==> src/rtl/mdio_cmd_pkg.sv <==
package mdio_cmd_pkg;
    localparam int FRAME_BITS = 64;
    localparam int TA_POS     = 46;
    localparam int DATA_POS   = 48;

    typedef struct packed {
        logic        spare;
        logic [4:0]  regad;
        logic [4:0]  phyad;
        logic [1:0]  op;
        logic [1:0]  st;
        logic [15:0] data;
    } mdio_cmd_t;
endpackage

==> src/rtl/mdio_mdc_gen.sv <==
module mdio_mdc_gen #(
    parameter int HALF_CYC = 50
) (
    input  logic clk,
    input  logic rst_n,
    input  logic run,
    output logic mdc,
    output logic rise_tick,
    output logic fall_tick
);
    localparam int CW = (HALF_CYC > 1) ? $clog2(HALF_CYC) : 1;

    typedef struct packed {
        logic [CW-1:0] cnt;
        logic          mdc;
    } gen_st_t;

    gen_st_t st_d, st_q;
    logic    wrap;

    always_comb begin
        st_d = st_q;
        wrap = run && (st_q.cnt == CW'(HALF_CYC - 1));
        if (!run) begin
            st_d.cnt = '0;
            st_d.mdc = 1'b0;
        end else if (wrap) begin
            st_d.cnt = '0;
            st_d.mdc = ~st_q.mdc;
        end else begin
            st_d.cnt = st_q.cnt + 1'b1;
        end
    end

    always_ff @(posedge clk or negedge rst_n) begin
        if (!rst_n) st_q <= '0;
        else        st_q <= st_d;
    end

    assign mdc       = st_q.mdc;
    assign rise_tick = wrap && !st_q.mdc;
    assign fall_tick = wrap && st_q.mdc;
endmodule

==> src/rtl/mdio_frame_engine.sv <==
module mdio_frame_engine
    import mdio_cmd_pkg::*;
(
    input  logic        clk,
    input  logic        rst_n,
    input  logic        launch,
    input  mdio_cmd_t   cmd,
    input  logic        rise_tick,
    input  logic        fall_tick,
    input  logic        mdio_i,
    output logic        active,
    output logic        done,
    output logic        mdio_o,
    output logic        mdio_oe,
    output logic [15:0] rd_data
);
    localparam int IW = $clog2(FRAME_BITS);

    typedef struct packed {
        logic                  active;
        logic                  rd;
        logic [IW-1:0]         idx;
        logic [FRAME_BITS-1:0] sh;
        logic [15:0]           rdat;
    } eng_st_t;

    eng_st_t st_d, st_q;

    always_comb begin
        st_d = st_q;
        done = 1'b0;
        if (launch && !st_q.active) begin
            st_d.active = 1'b1;
            st_d.rd     = cmd.op[1];
            st_d.idx    = '0;
            st_d.rdat   = '0;
            st_d.sh     = {32'hFFFF_FFFF, cmd.st, cmd.op, cmd.phyad, cmd.regad,
                           (cmd.op[1] ? 2'b11 : 2'b10), cmd.data};
        end else if (st_q.active) begin
            if (rise_tick && st_q.rd && (int'(st_q.idx) >= DATA_POS))
                st_d.rdat = {st_q.rdat[14:0], mdio_i};
            if (fall_tick) begin
                if (int'(st_q.idx) == FRAME_BITS - 1) begin
                    st_d.active = 1'b0;
                    done        = 1'b1;
                end else begin
                    st_d.idx = st_q.idx + 1'b1;
                    st_d.sh  = {st_q.sh[FRAME_BITS-2:0], 1'b1};
                end
            end
        end
    end

    always_ff @(posedge clk or negedge rst_n) begin
        if (!rst_n) st_q <= '0;
        else        st_q <= st_d;
    end

    assign active  = st_q.active;
    assign mdio_o  = st_q.sh[FRAME_BITS-1];
    assign mdio_oe = st_q.active && !(st_q.rd && (int'(st_q.idx) >= TA_POS));
    assign rd_data = st_q.rdat;
endmodule

==> src/rtl/mdio_cmd_master.sv <==
module mdio_cmd_master
    import mdio_cmd_pkg::*;
#(
    parameter int SYS_CLK_KHZ = 250000,
    parameter int MDC_MAX_KHZ = 2500
) (
    input  logic        clk,
    input  logic        rst_n,
    input  logic        cmd_wr,
    input  logic [31:0] cmd_wdata,
    output logic [31:0] cmd_rdata,
    output logic        mdc,
    output logic        mdio_o,
    output logic        mdio_oe,
    input  logic        mdio_i
);
    localparam int HALF_CYC = (SYS_CLK_KHZ + 2*MDC_MAX_KHZ - 1) / (2*MDC_MAX_KHZ);

    typedef struct packed {
        logic      busy;
        mdio_cmd_t cmd;
    } top_st_t;

    top_st_t     st_d, st_q;
    mdio_cmd_t   wr_cmd;
    logic        launch, eng_active, eng_done, rise_tick, fall_tick;
    logic [15:0] eng_rdata;

    assign wr_cmd = mdio_cmd_t'(cmd_wdata[30:0]);
    assign launch = cmd_wr && !st_q.busy && cmd_wdata[31];

    always_comb begin
        st_d = st_q;
        if (cmd_wr && !st_q.busy) begin
            st_d.cmd  = wr_cmd;
            st_d.busy = cmd_wdata[31];
        end
        if (eng_done) begin
            st_d.busy = 1'b0;
            if (st_q.cmd.op[1]) st_d.cmd.data = eng_rdata;
        end
    end

    always_ff @(posedge clk or negedge rst_n) begin
        if (!rst_n) st_q <= '0;
        else        st_q <= st_d;
    end

    assign cmd_rdata = {st_q.busy, st_q.cmd};

    mdio_mdc_gen #(.HALF_CYC(HALF_CYC)) mdc_gen_i (
        .clk       (clk),
        .rst_n     (rst_n),
        .run       (eng_active),
        .mdc       (mdc),
        .rise_tick (rise_tick),
        .fall_tick (fall_tick)
    );

    mdio_frame_engine engine_i (
        .clk       (clk),
        .rst_n     (rst_n),
        .launch    (launch),
        .cmd       (wr_cmd),
        .rise_tick (rise_tick),
        .fall_tick (fall_tick),
        .mdio_i    (mdio_i),
        .active    (eng_active),
        .done      (eng_done),
        .mdio_o    (mdio_o),
        .mdio_oe   (mdio_oe),
        .rd_data   (eng_rdata)
    );
endmodule

==> config.mk <==
export PLATFORM = sky130hd
export DESIGN_NAME = mdio_cmd_master
export DESIGN_NICKNAME = d
export VERILOG_FILES = /design/src/rtl/mdio_cmd_pkg.sv /design/src/rtl/mdio_mdc_gen.sv /design/src/rtl/mdio_frame_engine.sv /design/src/rtl/mdio_cmd_master.sv
export SDC_FILE = /design/constraint.sdc
export NUM_CORES = 1
export LEC_CHECK = 0
export BUFFER_PORTS_ARGS = -buffer_cell sky130_fd_sc_hd__buf_2
export CORE_ASPECT_RATIO = 1.4
export CORE_MARGIN = 3
export CORE_UTILIZATION = 52
export DETAILED_ROUTE_END_ITERATION = 10
export GPL_TIMING_DRIVEN = 1
export PLACE_DENSITY = 0.77
export SKIP_LAST_GASP = 1
export SLEW_MARGIN = 20
export SYNTH_ARGS = -nofsm -noshare
export SYNTH_HDL_FRONTEND = slang
export SYNTH_SLANG_ARGS = --single-unit
==> constraint.sdc <==
create_clock -name clk -period 1.8 [get_ports clk]
set_input_delay 0.45 -clock clk [delete_from_list [all_inputs] [get_ports clk]]
set_output_delay 0.45 -clock clk [all_outputs]
set_load 0.02 [all_outputs]
==> impl_metrics.env <==
export IMPL_cell_breakdown_of_the_critical_path="ha_4 > nand4_1 > buf_4 > a311oi_4 > buf_6 > clkbuf_16 > nand2_1 > a31oi_1"
export IMPL_max_slew_margin=0.7078
export IMPL_via_count=4678
export IMPL_insertedDiodeCount=0
export IMPL_critical_path_n_buffers_inverters=3
export IMPL_synth_async_reset_ratio=1.000
export IMPL_biggest_cell_delay_along_the_critical_path_ns=0.44
export IMPL_gp_routability_congestion=0.7899
export IMPL_total_length_of_routed_wires_um=15040
export IMPL_syn_num_nets=591
export IMPL_first_global_vias=4556
export IMPL_synthesis_area_per_instance_sq_um=9.982
export IMPL_cellPowerDensity_nw_per_um2=1118
export IMPL_pin_count_of_the_biggest_net_entering_global_routing=67
export IMPL_syn_cell_area_sq_um=5510
export IMPL_timing_hold_ws_ns=0.2449
export IMPL_standby_leakage_power_uw=0.003474
export IMPL_dpl_instance_area_sq_um=6301
export IMPL_period_needed_ns=1.978
export IMPL_worst_setup_path_start_kind="register"
export IMPL_post_dr_vias_cell=5.761
export IMPL_number_of_setup_violations_in_the_final_report=83
export IMPL_die_height_um=127.8
export IMPL_rows=43
export IMPL_timing_worst_setup_path_type="reg2reg"
export IMPL_tritoncts_clock_tree="done"
export IMPL_synth_top_cell_area_share=0.5767
export IMPL_average_detailed_routed_wire_length_per_instance_um=18.52
export IMPL_detailedPlacementHpwl_um=7956
export IMPL_drc=0
export IMPL_synth_yosys_warnings=0
export IMPL_layout_worst_path_cycle_share=1.099
export IMPL_clock_path_buffers=2
export IMPL_clk_root_buffer_cell="clkbuf_16"
export IMPL_timing_fmax_mhz=505.5
export IMPL_post_synth_inst_count=552
export IMPL_cts_clk_slew_worst_paths_ns=0.06
export IMPL_synth_flop_cell="dfrtp_1"
export IMPL_global_route_usage_sum=0.2341
export IMPL_critPathTopFamily="buffers and inverters"
export IMPL_setup_worst_path_end_class="register"
export IMPL_multi_input_gate_area_in_the_final_layout_sq_um=2457
export IMPL_yosys_register_bits=127
export IMPL_ys_types=39
export IMPL_final_common_cell="nand2_1"
export IMPL_floorplan_initialDensity=0.5448
export IMPL_numPortBuffers=70
export IMPL_yosysSeqAreaShare=0.5767
export IMPL_insertion_delay_ns=0.43
export IMPL_filler_cell_count=682
export IMPL_die_area_sq_um=11890
export IMPL_grt_setup_unrepaired="true"
export IMPL_finalHoldViolCount=0
export IMPL_outcome="finished, violations left"
export IMPL_finalNetCount=703
export IMPL_worst_slew_pin_slew_ns=0.4364
export IMPL_seq_area_sq_um=3179
export IMPL_num_io_pins=71
export IMPL_grt_antenna_before_repair=0
export IMPL_detail_route_antenna_nets=0
export IMPL_fin_area_sq_um=7503
export IMPL_grt_first_pass_wirelength_um=21860
export IMPL_cts_sinks=127
export IMPL_post_route_worst_setup_slack_ns=-0.1781
export IMPL_crit_required_ns=2.13
export IMPL_worst_endpoint_arrival_ns=2.31
export IMPL_place_ws_ns=-0.1725
export IMPL_max_cap_viol_count=0
export IMPL_slew_violations=0
export IMPL_post_synth_top_area_cell="dfrtp_1"
export IMPL_number_of_enable_type_register_cells_in_the_synthesized_netlist=0
export IMPL_setup_reg_to_reg_worst_slack_ns=-0.18
export IMPL_drtIter0Drc=423
export IMPL_worstHoldPathType="in2reg"
export IMPL_htree_num_levels=4
export IMPL_cts_buffers_inserted=17
export IMPL_clock_skew_final_ns=0.01119
export IMPL_ys_top_cells_by_area="dfrtp_1 58%, nand2_1 11%, mux2_2 7.6%, nand3_1 3.8%, a31oi_1 3.4%"
export IMPL_final_layout_size_suffix_gt1_frac=0.3737
export IMPL_failed_checks="setup timing"
export IMPL_core_region_area_sq_um=10110
export IMPL_worst_ir_drop_vdd_uv=895.6
export IMPL_globalRoute_totalOverflow=0
export IMPL_most_used_cells_in_the_layout_excluding_fill_and_tap_cells="153 x nand2_1, 126 x dfrtp_1, 69 x buf_2, 40 x nor2_1, 37 x mux2_2"
export IMPL_critical_path_peak_fanout=9
export IMPL_total_iterations_of_the_first_detailed_routing_run=5
export IMPL_dieWidth_um=93
export IMPL_area_growth_pct=36.17
export IMPL_worst_path_max_delay_cell="dfrtp_1"
==> synth_stat cells (2+ instances only) <==
cell type	number
a21oi_1	4
a31oi_1	30
buf_2	6
clkbuf_1	28
dfrtp_1	127
ha_1	3
inv_1	3
mux2_2	37
mux2_4	10
nand2_1	168
nand3_1	42
nor2_1	40
nor3_1	7
nor3b_1	3
o21ai_0	14
o21ai_1	3
xnor2_1	4
xor2_1	2
==> where the power goes <==
group	internal (uW)	leakage, uW	switching [uW]
Combinational	639	0.00183	728
Sequential	3230	0.00135	270
Clock	2090	0.000289	1430
==> routing by layer <==
| metal | up-vias | part of all wire | GRT usage | routed length (um) |
|---|---|---|---|---|
| met2 | 178 | 0.53 | 0.4001 | 7927 |
| met4 | 0 | 0.033 | 0.08024 | 498 |
| met3 | 48 | 0.056 | 0.06459 | 845 |
| met1 | 2367 | 0.38 | 0.2850 | 5766 |
| met5 | - | 0 | 0 | 0 |
| li1 | 2085 | - | - | - |
==> metrics by stage <==
stage / instances / total power, uW / util / TNS, ns
finish: 812 / 8388 / 0.7418 / -6.952
global route: 812 / 8691 / 0.7418 / -12.92
CTS: 797 / 8233 / 0.6973 / -0.5729
detailed placement: 757 / 4703 / 0.6230 / -6.935
global placement: 757 / 4635 / 0.6230 / -4.991
floorplan: 552 / 4179 / - / -0.5363
==> worst min-delay path, delay by kind of cell <==
family,cells,cell delay (ns)
compound gates,1,0.07
buf+inv,1,0.07
simple gates,1,0.03
==> repair_timing <==
item / in CTS / in global routing
pin swaps: 7 / 34
endpoints found under the setup margin: 94 / 82
endpoints found under the hold margin: 27 / 0
gates cloned: 2 / 7
hold buffers: 1 / 0
buffers inserted: 5 / 9
resized for setup: 13 / 56
==> logic make-up after synthesis <==
family | count (synthesis) | synth area share
DFF | 127 | 0.5767
AOI/OAI and AO/OA | 57 | 0.06267
buffers and inverters | 39 | 0.02929
and+or+nand+nor | 273 | 0.2121
muxes | 47 | 0.1029
adders and majority gates | 3 | 0.006813
xor gates and xnor gates | 6 | 0.009537
==> worst paths after layout <==
kind	from	endpoint	depth (start not counted)
min in group asynchronous	rst_n	cmd_rdata[25]	2
worst max-delay path	mdc_gen_i.st_q[1]	engine_i.st_q[25]	8
worst max register to register	mdc_gen_i.st_q[1]	engine_i.st_q[25]	8
worst min register to register	engine_i.mdio_o	engine_i.mdio_o	2
worst min-delay path	mdio_i	engine_i.rd_data[0]	3
max in group asynchronous	rst_n	cmd_rdata[15]	3
==> flip-flops by register name, indices dropped and copies added (netlist names) <==
| name | cells |
|---|---|
| cmd_rdata | 32 |
| engine_i.rd_data | 16 |
| engine_i.st_q | 70 |
| mdc_gen_i.st_q | 6 |
| engine_i.mdio_o | 1 |
| mdc_gen_i.mdc | 1 |
| engine_i.active | 1 |
==> layout make-up <==
| cell class | instances | share of cell area |
|---|---|---|
| Clock buffer | 17 | 0.05669 |
| Clock inverter | 15 | 0.02318 |
| Inverter | 3 | 0.001501 |
| Multi-Input combinational cell | 387 | 0.3275 |
| Sequential cell | 127 | 0.4237 |
| Tap cell | 135 | 0.02251 |
| Timing Repair Buffer | 128 | 0.1449 |
Note: power is estimated with default switching activity, not from simulation.
